$ cat config.mk
export PLATFORM = sky130hd
export DESIGN_NAME = fcr_unlock_regs
export DESIGN_NICKNAME = d
export VERILOG_FILES = /design/src/rtl/fcr_pkg.sv /design/src/rtl/fcr_arm_bit.sv /design/src/rtl/fcr_stop_ctl.sv /design/src/rtl/fcr_unlock_regs.sv
export SDC_FILE = /design/constraint.sdc
export NUM_CORES = 1
export LEC_CHECK = 0
export ABC_AREA = 1
export CORE_AREA = 2 2 54 51
export CTS_CLUSTER_DIAMETER = 50
export CTS_CLUSTER_SIZE = 30
export DETAILED_ROUTE_END_ITERATION = 12
export DIE_AREA = 0 0 56 53
export PLACE_DENSITY = 0.81
export SLEW_MARGIN = 40
export SYNTH_ARGS = -nofsm -noshare
export SYNTH_HDL_FRONTEND = slang
export SYNTH_SLANG_ARGS = --single-unit
$ cat constraint.sdc
create_clock -name clk -period 1.9 [get_ports clk]
set_input_delay 0.285 -clock clk [delete_from_list [all_inputs] [get_ports clk]]
set_output_delay 0.285 -clock clk [all_outputs]
set_load 0.05 [all_outputs]
$ cat src/rtl/fcr_pkg.sv
package fcr_pkg;
   localparam int unsigned R0_RDY    = 0;
   localparam int unsigned R0_RWEN   = 1;
   localparam int unsigned R0_LOWBLK = 2;
   localparam int unsigned R0_STOP   = 3;
   localparam int unsigned R0_PERR   = 6;
   localparam int unsigned R0_EERR   = 7;
   localparam int unsigned R1_EWMODE = 1;
   localparam int unsigned R1_BLK03  = 6;
   localparam int unsigned R1_ABWAIT = 7;

   typedef enum logic [1:0] {
      P_RWEN   = 2'd0,
      P_LOWBLK = 2'd1,
      P_EWMODE = 2'd2,
      P_BLK03  = 2'd3
   } prot_idx_e;

   localparam int unsigned NPROT = 4;
endpackage

$ cat src/rtl/fcr_arm_bit.sv
module fcr_arm_bit (
   input  logic clk,
   input  logic rst_n,
   input  logic wr_any,
   input  logic wr_hit,
   input  logic bit_val,
   input  logic intr,
   input  logic allow,
   input  logic force_clr,
   output logic q
);
   logic armed;

   always_ff @(posedge clk or negedge rst_n) begin
      if (!rst_n) begin
         armed <= 1'b0;
      end else if (intr) begin
         armed <= 1'b0;
      end else if (wr_any) begin
         armed <= wr_hit & ~bit_val;
      end
   end

   always_ff @(posedge clk or negedge rst_n) begin
      if (!rst_n) begin
         q <= 1'b0;
      end else if (force_clr) begin
         q <= 1'b0;
      end else if (wr_hit && !bit_val) begin
         q <= 1'b0;
      end else if (wr_hit && bit_val && armed && allow && !intr) begin
         q <= 1'b1;
      end
   end

   // a protected bit only rises after an armed write pair
   assert_set_needs_arm_R2: assert property (@(posedge clk) disable iff (!rst_n)
      $rose(q) |-> $past(armed && wr_hit && bit_val && !intr));
endmodule

$ cat src/rtl/fcr_stop_ctl.sv
module fcr_stop_ctl #(
   parameter int unsigned STOP_MIN_CYC = 20,
   parameter int unsigned RECOV_CYC    = 8
) (
   input  logic clk,
   input  logic rst_n,
   input  logic wr_hit,
   input  logic wr_bit,
   output logic stop_q,
   output logic recov
);
   localparam int unsigned SW = $clog2(STOP_MIN_CYC + 1);
   localparam int unsigned RW = $clog2(RECOV_CYC + 1);

   generate
      if (STOP_MIN_CYC < 1) begin : g_bad_min
         $error("STOP_MIN_CYC must be at least 1");
      end
      if (RECOV_CYC < 1) begin : g_bad_rec
         $error("RECOV_CYC must be at least 1");
      end
   endgenerate

   logic [SW-1:0] hold_cnt;
   logic [RW-1:0] rec_cnt;
   logic          held_ok;
   logic          clr_ok;

   assign held_ok = (hold_cnt == SW'(STOP_MIN_CYC));
   assign clr_ok  = wr_hit & ~wr_bit & stop_q & held_ok;
   assign recov   = (rec_cnt != '0);

   always_ff @(posedge clk or negedge rst_n) begin
      if (!rst_n) begin
         stop_q <= 1'b0;
      end else if (wr_hit && wr_bit) begin
         stop_q <= 1'b1;
      end else if (clr_ok) begin
         stop_q <= 1'b0;
      end
   end

   always_ff @(posedge clk or negedge rst_n) begin
      if (!rst_n) begin
         hold_cnt <= '0;
      end else if (!stop_q) begin
         hold_cnt <= '0;
      end else if (!held_ok) begin
         hold_cnt <= hold_cnt + 1'b1;
      end
   end

   always_ff @(posedge clk or negedge rst_n) begin
      if (!rst_n) begin
         rec_cnt <= '0;
      end else if (clr_ok) begin
         rec_cnt <= RW'(RECOV_CYC);
      end else if (recov) begin
         rec_cnt <= rec_cnt - 1'b1;
      end
   end

   // stop never clears before the hold counter completes
   assert_stop_hold_R10: assert property (@(posedge clk) disable iff (!rst_n)
      $fell(stop_q) |-> $past(held_ok));
   // recovery window is open as soon as stop drops
   assert_recov_open_R11: assert property (@(posedge clk) disable iff (!rst_n)
      $fell(stop_q) |-> recov);
endmodule

$ cat src/rtl/fcr_unlock_regs.sv
module fcr_unlock_regs
   import fcr_pkg::*;
#(
   parameter int unsigned ADDR_W       = 4,
   parameter int unsigned ADDR_R0      = 0,
   parameter int unsigned ADDR_R1      = 1,
   parameter int unsigned STOP_MIN_CYC = 20,
   parameter int unsigned RECOV_CYC    = 8
) (
   input  logic              clk,
   input  logic              rst_n,
   input  logic [ADDR_W-1:0] bus_addr,
   input  logic              bus_we,
   input  logic [7:0]        bus_wdata,
   output logic [7:0]        bus_rdata,
   input  logic              intr_ack,
   input  logic              busy_in,
   input  logic              prog_err_set,
   input  logic              erase_err_set,
   input  logic              clr_status,
   input  logic              acc_blk_ab,
   input  logic              glb_wait,
   output logic              flash_stop,
   output logic              access_deny,
   output logic              array_ready,
   output logic              acc_wait
);
   generate
      if (ADDR_R0 == ADDR_R1) begin : g_bad_addr
         $error("register addresses must differ");
      end
      if (ADDR_R0 >= (1 << ADDR_W) || ADDR_R1 >= (1 << ADDR_W)) begin : g_bad_aw
         $error("register address does not fit ADDR_W");
      end
   endgenerate

   logic hit0, hit1;
   logic [NPROT-1:0] p_hit, p_val, p_allow, p_fclr, p_q;
   logic rw_en, lowblk, ewmode, blk03;
   logic ab_wait, prog_err, erase_err;
   logic stop_q, recov, stop_eff;
   logic [7:0] r0, r1;

   assign hit0 = bus_we && (bus_addr == ADDR_W'(ADDR_R0));
   assign hit1 = bus_we && (bus_addr == ADDR_W'(ADDR_R1));

   assign rw_en  = p_q[P_RWEN];
   assign lowblk = p_q[P_LOWBLK];
   assign ewmode = p_q[P_EWMODE];
   assign blk03  = p_q[P_BLK03];

   always_comb begin
      p_hit[P_RWEN]     = hit0;
      p_val[P_RWEN]     = bus_wdata[R0_RWEN];
      p_allow[P_RWEN]   = 1'b1;
      p_fclr[P_RWEN]    = 1'b0;
      p_hit[P_LOWBLK]   = hit0;
      p_val[P_LOWBLK]   = bus_wdata[R0_LOWBLK];
      p_allow[P_LOWBLK] = rw_en;
      p_fclr[P_LOWBLK]  = 1'b0;
      p_hit[P_EWMODE]   = hit1;
      p_val[P_EWMODE]   = bus_wdata[R1_EWMODE];
      p_allow[P_EWMODE] = rw_en;
      p_fclr[P_EWMODE]  = ~rw_en;
      p_hit[P_BLK03]    = hit1;
      p_val[P_BLK03]    = bus_wdata[R1_BLK03];
      p_allow[P_BLK03]  = 1'b1;
      p_fclr[P_BLK03]   = 1'b0;
   end

   for (genvar i = 0; i < NPROT; i++) begin : g_prot
      fcr_arm_bit u_arm (
         .clk      (clk),
         .rst_n    (rst_n),
         .wr_any   (bus_we),
         .wr_hit   (p_hit[i]),
         .bit_val  (p_val[i]),
         .intr     (intr_ack),
         .allow    (p_allow[i]),
         .force_clr(p_fclr[i]),
         .q        (p_q[i])
      );
   end

   fcr_stop_ctl #(
      .STOP_MIN_CYC(STOP_MIN_CYC),
      .RECOV_CYC   (RECOV_CYC)
   ) u_stop (
      .clk   (clk),
      .rst_n (rst_n),
      .wr_hit(hit0),
      .wr_bit(bus_wdata[R0_STOP]),
      .stop_q(stop_q),
      .recov (recov)
   );

   always_ff @(posedge clk or negedge rst_n) begin
      if (!rst_n) begin
         ab_wait <= 1'b0;
      end else if (hit1) begin
         ab_wait <= bus_wdata[R1_ABWAIT];
      end
   end

   always_ff @(posedge clk or negedge rst_n) begin
      if (!rst_n) begin
         prog_err  <= 1'b0;
         erase_err <= 1'b0;
      end else begin
         if (prog_err_set)    prog_err  <= 1'b1;
         else if (clr_status) prog_err  <= 1'b0;
         if (erase_err_set)   erase_err <= 1'b1;
         else if (clr_status) erase_err <= 1'b0;
      end
   end

   assign stop_eff    = stop_q & rw_en;
   assign flash_stop  = stop_eff;
   assign access_deny = stop_eff | recov;
   assign array_ready = ~access_deny & ~busy_in;
   assign acc_wait    = glb_wait | (acc_blk_ab & ab_wait);

   always_comb begin
      r0 = '0;
      r0[R0_RDY]    = ~busy_in;
      r0[R0_RWEN]   = rw_en;
      r0[R0_LOWBLK] = lowblk;
      r0[R0_STOP]   = stop_q;
      r0[R0_PERR]   = prog_err;
      r0[R0_EERR]   = erase_err;
      r1 = '0;
      r1[R1_EWMODE] = ewmode;
      r1[R1_BLK03]  = blk03;
      r1[R1_ABWAIT] = ab_wait;
   end

   assign bus_rdata = (bus_addr == ADDR_W'(ADDR_R0)) ? r0 :
                      (bus_addr == ADDR_W'(ADDR_R1)) ? r1 : 8'h00;

   // mode select cannot survive a cleared rewrite enable
   assert_ew_forced_R4: assert property (@(posedge clk) disable iff (!rst_n)
      !rw_en |=> !ewmode);
   // low-block release only rises in rewrite mode
   assert_lowblk_gate_R3: assert property (@(posedge clk) disable iff (!rst_n)
      $rose(lowblk) |-> $past(rw_en));
   // clear-status without a new error leaves the program flag clear
   assert_err_clr_R8: assert property (@(posedge clk) disable iff (!rst_n)
      (clr_status && !prog_err_set) |=> !prog_err);
   // stop request implies denied access
   assert_stop_deny_R9: assert property (@(posedge clk) disable iff (!rst_n)
      flash_stop |-> (access_deny && !array_ready));
endmodule

==> results of run 1 <==
## power groups by stage
| stage | sequential [mW] | clock [mW] | combinational, mW |
|---|---|---|---|
| after floorplan | 0.521 | 0 | 0.132 |
| after global placement | 0.528 | 0 | 0.225 |
| after detailed placement | 0.531 | 0 | 0.237 |
| after CTS | 0.522 | 0.227 | 0.238 |
| after global routing | 0.532 | 0.246 | 0.258 |
| final | 0.522 | 0.217 | 0.235 |
## layout make-up
cell class,count,area (µm²),area share
repair buffers,31,390,0.242
flip-flops and latches,21,526,0.325
clock buffers,4,26.3,0.0163
multi-input cells,97,537,0.332
inverters,27,101,0.0627
well taps,28,35.0,0.0217
## final timing paths
path	startpoint	to	slack, ps	cells after the start
max	u_stop.rec_cnt[0]$_DFFE_PN0P_	array_ready	110	5
min	rst_n	u_stop.hold_cnt[4]$_DFFE_PN0P_	300	2
max reg2reg	u_stop.hold_cnt[0]$_DFFE_PN0P_	u_stop.stop_q$_DFFE_PN0P_	570	7
min reg2reg	g_prot[1].u_arm.armed$_DFFE_PN0P_	g_prot[1].u_arm.armed$_DFFE_PN0P_	510	2
max in group asynchronous	rst_n	erase_err$_DFFE_PN0P_	1380	2
min in group clk	g_prot[1].u_arm.armed$_DFFE_PN0P_	g_prot[1].u_arm.armed$_DFFE_PN0P_	510	2
## placed cells by master (no fill, tap or decap), types with 3 or more instances in the layout
cell / netlist / final
sky130_fd_sc_hd__ha_1: 4 / 3
sky130_fd_sc_hd__dfrtp_1: 21 / 21
sky130_fd_sc_hd__o21ai_0: 6 / 6
sky130_fd_sc_hd__a21oi_1: 3 / 3
sky130_fd_sc_hd__inv_1: 26 / 24
sky130_fd_sc_hd__nand3_1: 10 / 10
sky130_fd_sc_hd__xor2_1: 4 / 4
sky130_fd_sc_hd__inv_2: 1 / 3
sky130_fd_sc_hd__buf_12: 0 / 9
sky130_fd_sc_hd__clkdlybuf4s50_1: 0 / 18
sky130_fd_sc_hd__clkbuf_4: 0 / 3
sky130_fd_sc_hd__nand2_1: 21 / 21
sky130_fd_sc_hd__buf_4: 2 / 4
sky130_fd_sc_hd__nor2_2: 3 / 3
sky130_fd_sc_hd__nand4_1: 3 / 3
sky130_fd_sc_hd__nor2_1: 26 / 25
## metrics by stage
| stage | area [µm²] | power (mW) | worst slack, ps |
|---|---|---|---|
| 2_1_floorplan | 1180 | 0.653 | -23.6 |
| 3_3_place_gp | 1590 | 0.752 | 130 |
| 3_5_place_dp | 1590 | 0.768 | 131 |
| 4_1_cts | 1620 | 0.988 | 90.7 |
| 5_1_grt | 1620 | 1.04 | 32.1 |
| 6_report | 1620 | 0.974 | 112 |
## critical path, stage by stage (launching register included)
cell and delay [ps]:
sky130_fd_sc_hd__dfrtp_1 390, sky130_fd_sc_hd__inv_2 120, sky130_fd_sc_hd__ha_4 150, sky130_fd_sc_hd__nand4_1 200
sky130_fd_sc_hd__nor2_4 190, sky130_fd_sc_hd__buf_12 140
## flip-flops by register name, indices dropped and copies added, names as in the netlist
| register | count |
|---|---|
| erase_err | 1 |
| u_stop.hold_cnt | 5 |
| u_stop.stop_q | 1 |
| prog_err | 1 |
| ab_wait | 1 |
| g_prot.u_arm.q | 4 |
| u_stop.rec_cnt | 4 |
| g_prot.u_arm.armed | 4 |
## metal layers
metal | part of all wire | vias up
met5 | 0 | -
met4 | 0.011 | 0
met3 | 0.044 | 3
met2 | 0.54 | 25
met1 | 0.41 | 483
li1 | - | 524
## cells by family (layout without fill, tap and decap cells)
| family | after synthesis | after routing | share of synthesized area |
|---|---|---|---|
| simple gates | 71 | 71 | 0.288 |
| buf+inv | 29 | 62 | 0.101 |
| flops | 21 | 21 | 0.455 |
| compound gates | 16 | 16 | 0.0791 |
| fa+ha+maj | 4 | 4 | 0.0433 |
| xor+xnor | 4 | 4 | 0.0303 |
| other cells | 1 | 2 | 0.00325 |
==> results.txt, run 1 <==
----------------------------------------------------
[STA]
  Final slew viol count ... 0
  RSZ-0062 raised after global routing ... false
  Setup TNS ... 0 ps
  Final hold slack ... 297 ps
  Number of hold violations in the final report ... 0
  Final period demand of the worst path ... 1790 ps
  Maximum clock rate ... 0.559 GHz
  Crit share post-route ... 0.941
  Setup clock skew after layout ... 3.62 ps
  Number of endpoints failing setup at the final stage ... 0

[GRT]
  GRT met2 Usage ... 0.337
  Met1 Resource Use GR ... 0.202
  Global-route wire length before repair ... about 4000 µm
  Sum of overflow across all layers after global routing ... 0
  Maximum number of pins on one net before global-route repair ... 22
  Gr busiest metal ... met2
  GR Util All Layers ... 0.174
  Initial antenna violation count ... 0
  Met3 track demand over resource ... 0.0244
  Number of global-route vias before repair ... 984

[Logic synthesis]
  Register bit count reported by yosys ... 21
  Cell variety after synth ... 25
  Synthesized instance count ... 146
  Largest area contributor in the netlist ... sky130_fd_sc_hd__dfrtp_1
  Count of yosys warnings during synthesis ... 0
  Post-synth top area share ... 0.455
  Commonest register cell after synthesis ... sky130_fd_sc_hd__dfrtp_1
  Count of flip-flops with a built-in enable after synthesis ... 0
  Leading post-synthesis cells by cell area ... sky130_fd_sc_hd__dfrtp_1 46%, sky130_fd_sc_hd__inv_1 8.5%, sky130_fd_sc_hd__nor2_1 8.5%
  Post-synth ARST share ... 1.00
  Average footprint of a synthesized cell ... slightly below 8 µm²
  Sequential area share after synthesis ... 0.455
  Post-synthesis instance area ... 1150 µm²
  Synth cell count leaders ... 26 x sky130_fd_sc_hd__inv_1, 26 x sky130_fd_sc_hd__nor2_1, 21 x sky130_fd_sc_hd__dfrtp_1, 21 x sky130_fd_sc_hd__nand2_1, 10 x sky130_fd_sc_hd__nand3_1

[Critical path]
  Critical path start-end classification ... flip-flop to primary output
  Critical-path maximum fanout ... 5
  Crit path launch type ... flip-flop
  Critical Path RT ... 1620 ps
  Data arrival, critical path ... ~1500 ps
  Kind of end point of the critical path ... primary output

[Run]
  Total of max-cap violations ... 0

[Clock tree]
  Source-to-sink clock delay at the later pin of the worst-skew pair ... 310 ps
  Number of buffers inserted by post-CTS setup repair ... 0
  CTS tree ... done
  H-tree depth ... 1
  Quantity of gates resized following cts ... 0
  Total number of clock tree sinks ... 21
  Maximum number of buffers from clock root to sink ... 2
  CTS Root Cell ... sky130_fd_sc_hd__clkbuf_4
  Number of buffers inserted during clock tree synthesis ... 3
  CTS clk-pin slew, worst paths ... 110 ps
  Number of buffers inserted for hold repair after clock tree synthesis ... 0

[Route]
  Routed WL per cell ... 11.5 µm
  Detailed router's first-iteration violation count ... 22
  Total Wirelength ... 2400 µm
  Post-route ant nets ... 0
  Number of detailed-route iterations in the first pass ... 4
  Total number of vias ... between 1000 and 1500
  Via density per instance ... 4.98
  Number of DRC violations after detailed routing ... 0

[Die]
  Core Box Area ... 2380 µm²
  Cell row count ... 17
  Boundary pin count ... 34
  Area enclosed by the die boundary ... about 3000 µm²
  Initial cell density of the core ... 0.485
  Die height ... 53 µm
  Floorplan die width ... around 56 µm

[Finish]
  Final instance count without filler cells ... roughly 210
  Synth-to-Final Area Change ... 39.9%
  Diode count ... 0
  Final design utilization ... 0.678
  Layout fillers ... roughly 190
  Net count reported at finish ... between 200 and 250
  Fraction of layout instances using a drive strength above 1 ... 0.167

[Place]
  GPL Wtd Cong ... 0.839
  Number of cells after detailed placement ... about 200
  HPWL after DPL ... 1960 µm
  Quantity of I/O buffers inserted on ports ... 28

[Power and ir drop]
  Share of power burned in registers ... 0.536
  Switching power share of the total ... 0.309
  Static power due to leakage ... 0.799 nW
  Power share of the clock group ... 0.223
  P per Cell Area ... 603 nW/µm²
  VDD IR max ... 427 µV
  Switching power ... ~0.30 mW
  Power Internal ... 0.674 mW
  Proportion of power drawn by combinational gates ... 0.241

[Outcome]
  Status ... finished clean

[Min path]
  Min-delay worst type ... primary input to async pin

----------------------------------------------------
Power figures use the tool's default switching activity.
==> run 2: changes to the inputs <==
--- a/config.mk
+++ b/config.mk
@@ -6,12 +6,12 @@
 export NUM_CORES = 1
 export LEC_CHECK = 0
 export ABC_AREA = 1
-export CORE_AREA = 2 2 54 51
+export CORE_AREA = 2 2 57 54
 export CTS_CLUSTER_DIAMETER = 50
 export CTS_CLUSTER_SIZE = 30
 export DETAILED_ROUTE_END_ITERATION = 12
-export DIE_AREA = 0 0 56 53
-export PLACE_DENSITY = 0.81
+export DIE_AREA = 0 0 59 56
+export PLACE_DENSITY = 0.74
 export SLEW_MARGIN = 40
 export SYNTH_ARGS = -nofsm -noshare
 export SYNTH_HDL_FRONTEND = slang
==> run 2 against run 1 <==
  * Clock power about the same
  * Fmax decreased by 0.61%
  * Global-route usage about the same
  * Register-to-register slack improved by 20 ps
  * Die area increased by 11%
  * Sequential share of layout area decreased by 0.23 points
  * Largest cell class unchanged
==> results.txt, run 2 (same netlist as run 1, synthesis figures left out) <==
----------------------------------------------------
[Outcome]
  Status ... finished clean

[Clock tree]
  Maximum number of buffers from clock root to sink ... 2
  CTS tree ... done
  Number of buffers inserted during clock tree synthesis ... 3
  Total number of clock tree sinks ... 21
  CTS clk-pin slew, worst paths ... 120 ps
  Source-to-sink clock delay at the later pin of the worst-skew pair ... 310 ps
  CTS Root Cell ... sky130_fd_sc_hd__clkbuf_4
  H-tree depth ... 1
  Quantity of gates resized following cts ... 0

[Finish]
  Synth-to-Final Area Change ... 40.8%
  Leading cell types in the layout, fill and taps excluded ... 25 x sky130_fd_sc_hd__nor2_1, 24 x sky130_fd_sc_hd__inv_1, 21 x sky130_fd_sc_hd__nand2_1, 21 x sky130_fd_sc_hd__dfrtp_1, 18 x sky130_fd_sc_hd__clkdlybuf4s50_1
  Number of flip-flops under the largest register name ... 5
  Summed area of non-filler cells in the final layout ... 1630 µm²
  Most common library cell in the layout ignoring fill and taps ... sky130_fd_sc_hd__nor2_1
  Reg with most FFs ... u_stop.hold_cnt
  Diode count ... 0
  Fraction of layout instances using a drive strength above 1 ... 0.177
  Net count reported at finish ... 208

[Critical path]
  Critical Path RT ... 1620 ps
  Critical-path maximum fanout ... 6
  Flop-to-flop setup slack ... 590 ps
  Kind of cell with the highest combined delay on the critical path ... buffers and inverters
  Crit path launch type ... primary input
  Kind of end point of the critical path ... primary output
  Slowest cell on the critical path ... sky130_fd_sc_hd__clkdlybuf4s50_1
  Slowest stage delay, CP ... approximately 460 ps
  R2R depth ... 7
  Cells along the critical path ... clkdlybuf4s50_1, nor2_4, nand2_2, o22ai_1, buf_12
  Critical path start-end classification ... primary input to primary output
  Data arrival, critical path ... 1510 ps
  R2r startpoint ... u_stop.hold_cnt[0]$_DFFE_PN0P_
  Endpoint of the worst register-to-register path ... u_stop.rec_cnt[0]$_DFFE_PN0P_
  Buffer and inverter count on the worst path ... 2

[Power and ir drop]
  VDD IR max ... 388 µV
  Static power due to leakage ... 0.807 nW
  P per Cell Area ... 599 nW/µm²

[Place]
  Placed cell area ... 1590 µm²
  Quantity of I/O buffers inserted on ports ... 28
  GPL Wtd Cong ... 0.849
  HPWL after DPL ... 2010 µm

[Route]
  Detailed router's first-iteration violation count ... 33
  Number of detailed-route iterations in the first pass ... 4
  Post-route ant nets ... 0
  Via density per instance ... 4.99
  Routed WL per cell ... 11.7 µm
  Number of DRC violations after detailed routing ... 0
  Total number of vias ... roughly 1100
  Total Wirelength ... 2480 µm

[STA]
  Crit share post-route ... 0.947
  Final slew viol count ... 0
  Final hold slack ... 301 ps
  Number of endpoints failing setup at the final stage ... 0
  Setup clock skew after layout ... 3.33 ps
  Number of hold violations in the final report ... 0
  Maximum clock rate ... about 0.56 GHz
  Final period demand of the worst path ... 1800 ps
  RSZ-0062 raised after global routing ... false

[Run]
  Total of max-cap violations ... 0

[GRT]
  Global-route wire length before repair ... 4420 µm
  GR Util All Layers ... 0.174
  Sum of overflow across all layers after global routing ... 0
  Initial antenna violation count ... 0
  Number of global-route vias before repair ... 1082
  Maximum number of pins on one net before global-route repair ... 22

[Die]
  Cell row count ... 18
  Floorplan die width ... about 59 µm
  Boundary pin count ... 34
  Area enclosed by the die boundary ... 3300 µm²
  Core Box Area ... 2660 µm²
  Initial cell density of the core ... 0.435
  Die height ... 56 µm

[Min path]
  Min-delay worst type ... primary input to async pin

----------------------------------------------------
## run 2: cell count changes in the layout (fill, tap and decap cells not counted), sizes merged
cell    delta
clkbuf     -1
clkinv     +1
buf        +1
## run 2: metal layers
| metal | wire [µm] | track usage | up-vias | share of wire |
|---|---|---|---|---|
| li1 | - | - | 527 | - |
| met1 | 1050 | 0.209 | 485 | 0.42 |
| met2 | 1260 | 0.295 | 35 | 0.51 |
| met3 | 123 | 0.0372 | 6 | 0.050 |
| met4 | 40 | 0.0747 | 0 | 0.016 |
| met5 | 0 | 0 | - | 0 |
## run 2: worst max-delay path by stage
| stage | cells after the start | endpoint | startpoint |
|---|---|---|---|
| after floorplan | 4 | array_ready | u_stop.rec_cnt[0]$_DFFE_PN0P_ |
| after global placement | 5 | bus_rdata[6] | bus_addr[3] |
| after detailed placement | 5 | bus_rdata[6] | bus_addr[3] |
| after CTS | 5 | array_ready | u_stop.rec_cnt[1]$_DFFE_PN0P_ |
| after global routing | 5 | bus_rdata[7] | bus_addr[3] |
| final | 5 | bus_rdata[6] | bus_addr[3] |
## run 2: what timing repair did
item | 4_1_cts | 5_1_grt
setup buffers | 0 | 1
endpoints found under the setup margin | 0 | 1
hold buffers | 0 | 0
## run 2: through the flow
step	std cells	util	TNS [ps]	power [mW]	setup slack, ps
detailed placement	206	0.599	0	0.768	90.5
CTS	210	0.609	0	0.989	74.8
floorplan	147	-	-23.6	0.653	-23.6
finish	211	0.612	0	0.974	101
global route	211	0.612	0	1.04	34.3
global placement	206	0.599	0	0.752	113
## run 2: cell type report
type / count / area (µm²)
Fill cell: 232 / 1030
Multi-Input combinational cell: 97 / 537
Sequential cell: 21 / 526
Timing Repair Buffer: 32 / 398
Inverter: 27 / 101
Tap cell: 30 / 37.5
Clock buffer: 3 / 22.5
Clock inverter: 1 / 5.00
## run 2: power breakdown
group          leakage [nW]  total, mW  internal [mW]  switching (mW)
clock                0.0177      0.216         0.0787           0.137
sequential            0.276      0.524          0.485          0.0389
combinational         0.514      0.234          0.107           0.127
==> run 3: changes to the inputs <==
--- a/config.mk
+++ b/config.mk
@@ -12,7 +12,6 @@
 export DETAILED_ROUTE_END_ITERATION = 12
 export DIE_AREA = 0 0 59 56
 export PLACE_DENSITY = 0.74
-export SLEW_MARGIN = 40
 export SYNTH_ARGS = -nofsm -noshare
 export SYNTH_HDL_FRONTEND = slang
 export SYNTH_SLANG_ARGS = --single-unit
==> results of run 3 <==
Same layout as run 2: the final DEF is identical, and so are final timing and power.
